## config.mk

```make
export PLATFORM = sky130hd
export DESIGN_NAME = flash_read_engine
export DESIGN_NICKNAME = d
export VERILOG_FILES = /design/src/rtl/frd_pkg.sv /design/src/rtl/frd_edge_sync.sv /design/src/rtl/frd_serializer.sv /design/src/rtl/flash_read_engine.sv
export SDC_FILE = /design/constraint.sdc
export NUM_CORES = 1
export LEC_CHECK = 0
export BUFFER_PORTS_ARGS = -buffer_cell sky130_fd_sc_hd__buf_2
export CORE_MARGIN = 2
export CORE_UTILIZATION = 40
export CTS_CLUSTER_DIAMETER = 120
export CTS_CLUSTER_SIZE = 14
export DETAILED_ROUTE_END_ITERATION = 6
export GPL_TIMING_DRIVEN = 0
export HOLD_SLACK_MARGIN = 0.12
export PLACE_DENSITY = 0.59
export SLEW_MARGIN = 20
export SYNTH_ARGS = -nofsm -noshare
export SYNTH_HDL_FRONTEND = slang
export SYNTH_SLANG_ARGS = --single-unit
```

## constraint.sdc

```tcl
create_clock -name clk -period 4.21 [get_ports clk]
set_input_delay 0.842 -clock clk [delete_from_list [all_inputs] [get_ports clk]]
set_output_delay 0.842 -clock clk [all_outputs]
set_load 0.02 [all_outputs]
```

## src/rtl/frd_pkg.sv

```systemverilog
package frd_pkg;

  typedef enum logic [2:0] {
    PH_OPC,
    PH_ADDR,
    PH_DUMMY,
    PH_DATA,
    PH_IGNORE
  } phase_t;

  typedef enum logic [1:0] {
    LW_1,
    LW_2,
    LW_4
  } lanes_t;

  // output-enable pattern for each data width
  function automatic logic [3:0] oe_mask(input lanes_t w);
    case (w)
      LW_2:    return 4'b0011;
      LW_4:    return 4'b1111;
      default: return 4'b0010;
    endcase
  endfunction

  // index of the last slice of a byte (slices per byte minus one)
  function automatic logic [2:0] last_slice(input lanes_t w);
    case (w)
      LW_2:    return 3'd3;
      LW_4:    return 3'd1;
      default: return 3'd7;
    endcase
  endfunction

endpackage

```

## src/rtl/frd_edge_sync.sv

```systemverilog
module frd_edge_sync #(
  parameter int STAGES = 2
) (
  input  logic clk,
  input  logic rst,
  input  logic sclk,
  input  logic cs_n,
  input  logic si,
  output logic sclk_rise,
  output logic sclk_fall,
  output logic cs_n_s,
  output logic si_s
);

  // {cs_n, sclk, si} through the synchronizer chain
  logic [2:0] stg [STAGES];
  logic       sclk_q;

  always_ff @(posedge clk) begin
    if (rst) begin
      for (int i = 0; i < STAGES; i++) stg[i] <= 3'b100;
      sclk_q <= 1'b0;
    end else begin
      stg[0] <= {cs_n, sclk, si};
      for (int i = 1; i < STAGES; i++) stg[i] <= stg[i-1];
      sclk_q <= stg[STAGES-1][1];
    end
  end

  assign cs_n_s    = stg[STAGES-1][2];
  assign si_s      = stg[STAGES-1][0];
  assign sclk_rise =  stg[STAGES-1][1] & ~sclk_q;
  assign sclk_fall = ~stg[STAGES-1][1] &  sclk_q;

endmodule

```

## src/rtl/frd_serializer.sv

```systemverilog
module frd_serializer
  import frd_pkg::*;
(
  input  logic       clk,
  input  logic       rst,
  input  logic       abort,
  input  logic       step,
  input  lanes_t     lanes,
  input  logic [7:0] byte_in,
  output logic       take,
  output logic [3:0] io_out
);

  logic [7:0] sh;
  logic [2:0] rem;
  logic [7:0] cur;

  assign take = (rem == 3'd0);
  assign cur  = take ? byte_in : sh;

  always_ff @(posedge clk) begin
    if (rst) begin
      sh     <= '0;
      rem    <= '0;
      io_out <= '0;
    end else if (abort) begin
      rem <= '0;
    end else if (step) begin
      case (lanes)
        LW_2: begin
          io_out <= {2'b00, cur[7], cur[6]};
          sh     <= {cur[5:0], 2'b00};
        end
        LW_4: begin
          io_out <= cur[7:4];
          sh     <= {cur[3:0], 4'b0000};
        end
        default: begin
          io_out <= {2'b00, cur[7], 1'b0};
          sh     <= {cur[6:0], 1'b0};
        end
      endcase
      rem <= take ? last_slice(lanes) : rem - 3'd1;
    end
  end

endmodule

```

## src/rtl/flash_read_engine.sv

```systemverilog
module flash_read_engine
  import frd_pkg::*;
#(
  parameter int          ADDR_W      = 24,
  parameter int          SYNC_STAGES = 2,
  parameter int          DUMMY_CLKS  = 8,
  parameter logic [7:0]  OP_X1       = 8'h0B,
  parameter logic [7:0]  OP_X2       = 8'h3B,
  parameter logic [7:0]  OP_X4       = 8'h6B
) (
  input  logic              clk,
  input  logic              rst,
  input  logic              spi_sclk,
  input  logic              spi_cs_n,
  input  logic              spi_io0_in,
  output logic [3:0]        spi_io_out,
  output logic [3:0]        spi_io_oe,
  output logic              mem_rd,
  output logic [ADDR_W-1:0] mem_addr,
  input  logic [7:0]        mem_rdata
);

  localparam int CNT_MAX = (ADDR_W > DUMMY_CLKS) ? ADDR_W : DUMMY_CLKS;
  localparam int CNT_W   = $clog2(CNT_MAX + 1);
  localparam logic [CNT_W-1:0] OPC_LAST   = CNT_W'(7);
  localparam logic [CNT_W-1:0] ADDR_LAST  = CNT_W'(ADDR_W - 1);
  localparam logic [CNT_W-1:0] DUMMY_LAST = CNT_W'(DUMMY_CLKS - 1);

  logic              sclk_rise, sclk_fall, cs_n_s, si_s;
  phase_t            phase;
  lanes_t            lanes;
  logic [CNT_W-1:0]  cnt;
  logic [7:0]        cmd_sr;
  logic [ADDR_W-1:0] addr_sr;
  logic [ADDR_W-1:0] next_addr;
  logic              rd_pend;
  logic [7:0]        byte_buf;
  logic [7:0]        opc_next;
  logic [ADDR_W-1:0] addr_full;
  logic              step, take;

  frd_edge_sync #(.STAGES(SYNC_STAGES)) u_sync (
    .clk       (clk),
    .rst       (rst),
    .sclk      (spi_sclk),
    .cs_n      (spi_cs_n),
    .si        (spi_io0_in),
    .sclk_rise (sclk_rise),
    .sclk_fall (sclk_fall),
    .cs_n_s    (cs_n_s),
    .si_s      (si_s)
  );

  assign opc_next  = {cmd_sr[6:0], si_s};
  assign addr_full = {addr_sr[ADDR_W-2:0], si_s};
  assign step      = ~cs_n_s & sclk_fall & (phase == PH_DATA);

  frd_serializer u_ser (
    .clk     (clk),
    .rst     (rst),
    .abort   (cs_n_s),
    .step    (step),
    .lanes   (lanes),
    .byte_in (byte_buf),
    .take    (take),
    .io_out  (spi_io_out)
  );

  always_ff @(posedge clk) begin
    if (rst) begin
      phase     <= PH_OPC;
      lanes     <= LW_1;
      cnt       <= '0;
      cmd_sr    <= '0;
      addr_sr   <= '0;
      next_addr <= '0;
      rd_pend   <= 1'b0;
      byte_buf  <= '0;
      mem_rd    <= 1'b0;
      mem_addr  <= '0;
      spi_io_oe <= '0;
    end else begin
      mem_rd  <= 1'b0;
      rd_pend <= mem_rd;
      if (rd_pend) byte_buf <= mem_rdata;

      if (cs_n_s) begin
        phase     <= PH_OPC;
        cnt       <= '0;
        spi_io_oe <= '0;
      end else begin
        if (sclk_rise) begin
          case (phase)
            PH_OPC: begin
              cmd_sr <= opc_next;
              if (cnt == OPC_LAST) begin
                cnt <= '0;
                case (opc_next)
                  OP_X1: begin lanes <= LW_1; phase <= PH_ADDR; end
                  OP_X2: begin lanes <= LW_2; phase <= PH_ADDR; end
                  OP_X4: begin lanes <= LW_4; phase <= PH_ADDR; end
                  default: phase <= PH_IGNORE;
                endcase
              end else begin
                cnt <= cnt + 1'b1;
              end
            end
            PH_ADDR: begin
              addr_sr <= addr_full;
              if (cnt == ADDR_LAST) begin
                cnt       <= '0;
                phase     <= PH_DUMMY;
                mem_rd    <= 1'b1;
                mem_addr  <= addr_full;
                next_addr <= addr_full + 1'b1;
              end else begin
                cnt <= cnt + 1'b1;
              end
            end
            PH_DUMMY: begin
              if (cnt == DUMMY_LAST) begin
                cnt   <= '0;
                phase <= PH_DATA;
              end else begin
                cnt <= cnt + 1'b1;
              end
            end
            default: ;
          endcase
        end
        if (step) begin
          spi_io_oe <= oe_mask(lanes);
          if (take) begin
            mem_rd    <= 1'b1;
            mem_addr  <= next_addr;
            next_addr <= next_addr + 1'b1;
          end
        end
      end
    end
  end

endmodule

```

==> results of run 1 <==
-- cell type report --
type                    count  area (um2)
multi-input cells         573        3370
repair buffers             44         220
flip-flops and latches    122        2440
clock inverters             7        90.1
well taps                 188         235
plain buffers              63         269
inverters                  12        45.0
fillers                  1517        7920
clock buffers              24         492
-- layout by cell type, fill, tap and decap left out, drive strengths merged, types with 3 or more instances in the layout --
cell	n
dfxtp	122
nand2	105
nor2	92
clkbuf	72
a21oi	71
buf	59
o21ai	31
nand3	22
a211oi	20
mux2i	19
o22ai	17
nand4	16
xor2	16
nor3	16
xnor2	13
inv	12
or3	11
o221ai	10
nor4	9
and3	8
nor2b	8
mux2	8
ha	8
or2	5
nand2b	5
and4	4
o211ai	4
a31oi	4
a221oi	4
a22oi	4
a32oi	3
o32ai	3
clkinv	3
a2111oi	3
o221a	3
or3b	3
-- stage by stage --
step | hold WS (ns) | std cells | total power, W | util
2_1_floorplan | 0.389 | 770 | 0.00122 | -
3_3_place_gp | 0.400 | 1002 | 0.00124 | 0.436
3_5_place_dp | 0.404 | 1002 | 0.00124 | 0.436
4_1_cts | 0.414 | 1033 | 0.00268 | 0.475
5_1_grt | 0.421 | 1033 | 0.00274 | 0.475
6_report | 0.409 | 1033 | 0.00266 | 0.475
-- state kept, by name, summed over array words and instances (netlist names), 4 cells and up --
signal,cells
cmd_sr,7
cnt,5
addr_sr,23
u_ser.sh,7
u_ser.io_out,4
next_addr,24
byte_buf,8
u_sync.stg,6
mem_addr,24
-- layer usage --
metal  vias to the layer above  wire length [um]
met5                         -                 0
met4                         0               457
met3                        38              1240
met2                       218              8770
met1                      2811              8390
li1                       2870                 -
-- worst max-delay path by stage --
stage	start	endpoint	slack [ns]
final	u_ser.rem[0]	mem_addr[10]	1.40
after global routing	u_ser.rem[0]	mem_addr[10]	1.20
after CTS	u_ser.rem[0]	mem_addr[10]	1.43
after detailed placement	rst	u_ser.rem[0]	1.42
after global placement	rst	spi_io_oe[1]	1.45
after floorplan	u_sync.stg[0][5]	next_addr[21]	1.99
-- power breakdown --
| group | internal [W] | switching (W) | total (W) |
|---|---|---|---|
| sequential | 0.00116 | 0.00000219 | 0.00116 |
| clock | 0.000926 | 0.000513 | 0.00144 |
| combinational | 0.0000151 | 0.0000429 | 0.0000581 |
| total | 0.00210 | 0.000558 | 0.00266 |
-- cell families (layout without fill, tap and decap cells) --
kind of cell               count (synthesis)  in the layout  share of synthesized area
DFF                                      122            122                      0.399
and+or+nand+nor                          315            315                      0.244
adders and majority gates                  8              8                     0.0164
buffers and inverters                     75            150                     0.0513
muxes                                     27             27                     0.0458
xor gates and xnor gates                  29             29                     0.0415
AOI/OAI and AO/OA                        194            194                      0.202
==> impl_metrics.py, run 1 <==
metrics = {
    "setup_path": {
        "cp_slowest_cell": "clkbuf_1",
        "rrSetupSlack_ns": 1.40,
        "cp_data_required_time_ns": 4.56,
        "cp_top_family": "buffers and inverters",
        "end_kind": "register",
        "cp.buffers_inverters": 5,
        "r2r_end": "mem_addr[10]",
        "r2r_start": "u_ser.rem[0]",
        "worstPathArrival_ns": 3.16,
        "max_stage_delay_ns": 0.50,
        "crit_fanout": 10,
        "path_cells": "inv_1, ha_1, nand2b_1, clkbuf_1, or3_1, buf_6, buf_2, clkbuf_1, o221ai_1, o21ai_0",
        "critPathLaunchType": "register",
        "cp.depth": 10,
        "rr_worst_depth": 10,
        "cpMostUsedCell": "clkbuf_1",
        "critical_path_class": "register to register",
    },
    "grt": {
        "grt_pass1_wl_um": 30000,
        "use_met3": 0.0442,
        "met2_usage": 0.378,
        "grt_pass1_vias": 5621,
        "gr-max-usage-layer": "met2",
        "grt_max_degree": 17,
        "track_usage": 0.237,
        "grt_overflow": 0,
        "antenna_found_initial": 0,
        "grt.met1_usage": 0.316,
    },
    "die": {
        "row_count": 45,
        "die_x_um": 128,
        "start_util": 0.406,
        "core-area_um2": 15100,
        "dieArea_um2": 16300,
        "num_io_pins": 46,
        "fp.dieH_um": 128,
    },
    "logic_synthesis": {
        "async_flop_share": 0,
        "netlist_area_um2": 6120,
        "synthDistinctLibCells": 65,
        "synth_most_common_cell": "dfxtp_1",
        "netlist_top_cells_area": "dfxtp_1, nand2_1, a21oi_1",
        "synth_seq_cells": 122,
        "synth_edf_count": 0,
        "synth_sequential_area_ratio": 0.399,
        "synth_top_area_frac": 0.399,
        "syn_inst": 770,
        "synth_flop_cell": "dfxtp_1",
        "synth_nets": 791,
        "avgSynthCellArea_um2": 7.95,
        "ys_top_cells_by_count": "dfxtp_1, nand2_1, nor2_1",
        "yosys.area.top_type": "dfxtp_1",
        "yosysWarningCount": 0,
    },
    "timing": {
        "hold_violations": 0,
        "skew_ns": 0.00871,
        "min_period_ns": 2.81,
        "rsz0062_at_grt": "no",
        "fmax_mhz": 355,
        "tns_ns": 0,
        "period_share": 0.669,
        "report.final.slew_viol_count": 0,
        "setup_violations": 0,
        "setup_slack_ns": 1.40,
        "worstMarginPinSlew_ns": 1.02,
        "maxSlewHeadroom": 0.314,
    },
    "drt": {
        "drt_first_pass_iters": 5,
        "ant_nets": 0,
        "viasPerCell": 5.75,
        "drtIter0Drc": 439,
        "wl_per_cell_um": 18.2,
        "drt_wl_total_um": 18800,
        "vias": 5937,
        "drc": 0,
    },
    "power_and_ir_drop": {
        "cellLeakagePower_nw": 2.49,
        "irDropWorstVdd_uv": 269,
        "power.density_nw_per_um2": 371,
    },
    "hold_path": {
        "hold_path_end": "u_sync.stg[0][5]",
        "min_from": "u_sync.stg[0][2]",
        "holdPathStages": 1,
        "holdCritPathClass": "register to register",
    },
    "final_layout": {
        "stdcell_area_um2": 7170,
        "diodes": 0,
        "areaGrowthSynthToFinish_pct": 17.0,
        "final_nets": 854,
        "drive_above_1_share": 0.127,
    },
    "run": {
        "cap_violations": 0,
    },
    "placement": {
        "hpwlAfterDp_um": 13700,
        "io_buffers": 44,
        "gp_congestion": 0.915,
        "dpl_cell_area_um2": 6580,
        "pre_cts_ws_ns": 1.42,
    },
    "clocking": {
        "clockBufferDepth": 2,
        "cts_tree": "done",
        "clock-sinks": 122,
        "cts_inserted_buffers": 17,
        "holdBufCountCts": 0,
        "htree_levels": 4,
        "cts_resized": 0,
        "clk_latency_ns": 0.42,
        "clock-root-buffer": "clkbuf_16",
        "clkTransAtPathRegs_ns": 0.05,
        "postCtsSetupRepairBufs": 0,
    },
    "outcome": {
        "status": "finished clean",
    },
}
No activity file was read; power rests on OpenSTA's default activity.
==> inputs of run 2 (changes only) <==
--- a/config.mk
+++ b/config.mk
@@ -13,7 +13,7 @@
 export DETAILED_ROUTE_END_ITERATION = 6
 export GPL_TIMING_DRIVEN = 0
 export HOLD_SLACK_MARGIN = 0.12
-export PLACE_DENSITY = 0.59
+export PLACE_DENSITY = 0.61
 export SLEW_MARGIN = 20
 export SYNTH_ARGS = -nofsm -noshare
 export SYNTH_HDL_FRONTEND = slang
==> constraint.sdc (replaced) <==
create_clock -name clk -period 2.5 [get_ports clk]
set_input_delay 0.5 -clock clk [delete_from_list [all_inputs] [get_ports clk]]
set_output_delay 0.5 -clock clk [all_outputs]
set_load 0.02 [all_outputs]
==> run 2 against run 1 <==
  * Sequential power up 69%
  * Critical path depth down 1
  * Fmax up 16%
  * Non-clock buffer count up 6
  * Via count down 0.69%
  * Clock power up 81%
  * Global-route usage down 1.7 points
  * Clock skew about the same
  * Critical path type unchanged
  * Largest power group unchanged
==> impl_metrics.py, run 2 (same netlist as run 1, synthesis figures left out) <==
metrics = {
    "setup_path": {
        "path_cells": "buf_6, or3b_1, buf_4, or3_1, buf_6, buf_2, buf_4, o221ai_2, o21ai_0",
        "max_stage_delay_ns": 0.38,
        "critPathLaunchType": "register",
        "r2r_end": "mem_addr[5]",
        "r2r_start": "u_sync.stg[0][5]",
        "cp.buffers_inverters": 5,
        "cp_top_family": "buffers and inverters",
        "critical_path_class": "register to register",
        "rr_worst_depth": 9,
        "rrSetupSlack_ns": 0.07,
        "worstPathArrival_ns": 2.73,
        "crit_fanout": 10,
        "cp_data_required_time_ns": 2.79,
        "end_kind": "register",
        "cp_slowest_cell": "or3_1",
    },
    "grt": {
        "grt_overflow": 0,
        "track_usage": 0.219,
        "antenna_found_initial": 1,
        "grt_pass1_wl_um": 28200,
        "grt_max_degree": 17,
        "grt_pass1_vias": 5307,
    },
    "hold_path": {
        "min_from": "spi_cs_n",
        "holdPathStages": 2,
        "holdCritPathClass": "input pin to register",
        "hold_path_end": "u_sync.stg[0][2]",
    },
    "clocking": {
        "htree_levels": 4,
        "clock-root-buffer": "clkbuf_16",
        "cts_tree": "done",
        "clk_latency_ns": 0.42,
        "holdBufCountCts": 0,
        "clkTransAtPathRegs_ns": 0.05,
        "cts_inserted_buffers": 17,
        "clockBufferDepth": 2,
        "clock-sinks": 122,
    },
    "die": {
        "core-area_um2": 15100,
        "dieArea_um2": 16300,
        "num_io_pins": 46,
        "row_count": 45,
        "start_util": 0.406,
        "die_x_um": 128,
        "fp.dieH_um": 128,
    },
    "drt": {
        "ant_nets": 0,
        "drt_first_pass_iters": 5,
        "vias": 5896,
        "wl_per_cell_um": 17.0,
        "drc": 0,
        "drt_wl_total_um": 17700,
        "viasPerCell": 5.67,
        "drtIter0Drc": 532,
    },
    "final_layout": {
        "ff_latch_area_um2": 2440,
        "final_common_cell": "dfxtp_1",
        "final.fill_count": 1481,
        "final_nets": 860,
        "most-common-layout-cells": "dfxtp_1, nand2_1, nor2_1, a21oi_1, buf_2",
        "reg_top3": "mem_addr: 24 flops, next_addr: 24 flops, addr_sr: 23 flops",
        "final_util": 0.487,
        "areaGrowthSynthToFinish_pct": 20.0,
        "drive_above_1_share": 0.151,
        "stdcell_count": 1040,
        "multiInputGateArea_um2": 3440,
        "diodes": 0,
    },
    "timing": {
        "fmax_mhz": 411,
        "worstMarginPinSlew_ns": 0.790,
        "setup_slack_ns": 0.0686,
        "skew_ns": 0.00893,
        "hold_ws_ns": 0.270,
        "maxSlewHeadroom": 0.469,
        "period_share": 0.973,
        "min_period_ns": 2.43,
        "report.final.slew_viol_count": 0,
        "hold_violations": 0,
        "setup_violations": 0,
    },
    "placement": {
        "pre_cts_ws_ns": -0.264,
        "hpwlAfterDp_um": 12600,
        "dp_cells": 1002,
        "gp_congestion": 0.926,
        "io_buffers": 44,
    },
    "run": {
        "cap_violations": 0,
    },
    "outcome": {
        "status": "finished clean",
    },
    "power_and_ir_drop": {
        "cellLeakagePower_nw": 2.58,
        "irDropWorstVdd_uv": 486,
        "power.density_nw_per_um2": 635,
        "total_power_w": 0.00466,
    },
}
## run 2: changes by cell type in the layout (fill, tap and decap cells not counted), sizes merged
cell / before / now
clkbuf: 72 / 71
buf: 59 / 66
clkinvlp: 2 / 0
clkinv: 3 / 4
bufinv: 2 / 4
## run 2: final cells by class
cell class	instances	area share
clock buffers	24	0.0656
plain buffers	62	0.0383
multi-input cells	573	0.469
repair buffers	51	0.0371
well taps	188	0.0320
flip-flops and latches	122	0.333
clock inverters	8	0.0191
inverters	12	0.00613
## run 2: metal layers
layer / wire (um) / share of wire / vias to the layer above / global-route usage
met1: 8500 / 0.48 / 2768 / 0.310
met3: 1200 / 0.068 / 34 / 0.0530
li1: - / - / 2891 / -
met5: 13 / 0.00073 / - / 0
met2: 7700 / 0.43 / 201 / 0.330
met4: 315 / 0.018 / 2 / 0.0711
## run 2: how the worst max path moves through the flow
stage | startpoint | end | depth (start not counted)
3_5_place_dp | u_ser.rem[0] | mem_addr[15] | 10
4_1_cts | u_sync.stg[0][5] | mem_addr[15] | 9
6_report | u_sync.stg[0][5] | mem_addr[5] | 9
3_3_place_gp | u_ser.rem[0] | mem_addr[15] | 10
2_1_floorplan | u_sync.stg[0][5] | next_addr[21] | 9
5_1_grt | u_sync.stg[0][5] | mem_addr[9] | 9
## run 2: where the power goes
group          internal [W]  switching [W]
Clock               0.00174       0.000868
Combinational     0.0000260      0.0000720
Sequential          0.00195     0.00000368
Total               0.00372       0.000944
## run 2: what timing repair did
item                                    CTS  global route
buffers inserted                          0             7
endpoints found under the setup margin   18            35
pin swaps                                 0             2
gates resized for setup                   5            27
## run 2: stage by stage
step	TNS, ns	cell area [um2]
global placement	-2.24	6580
CTS	-0.00240	7220
finish	0	7340
detailed placement	-1.61	6580
floorplan	0	6120
global route	-0.00444	7340
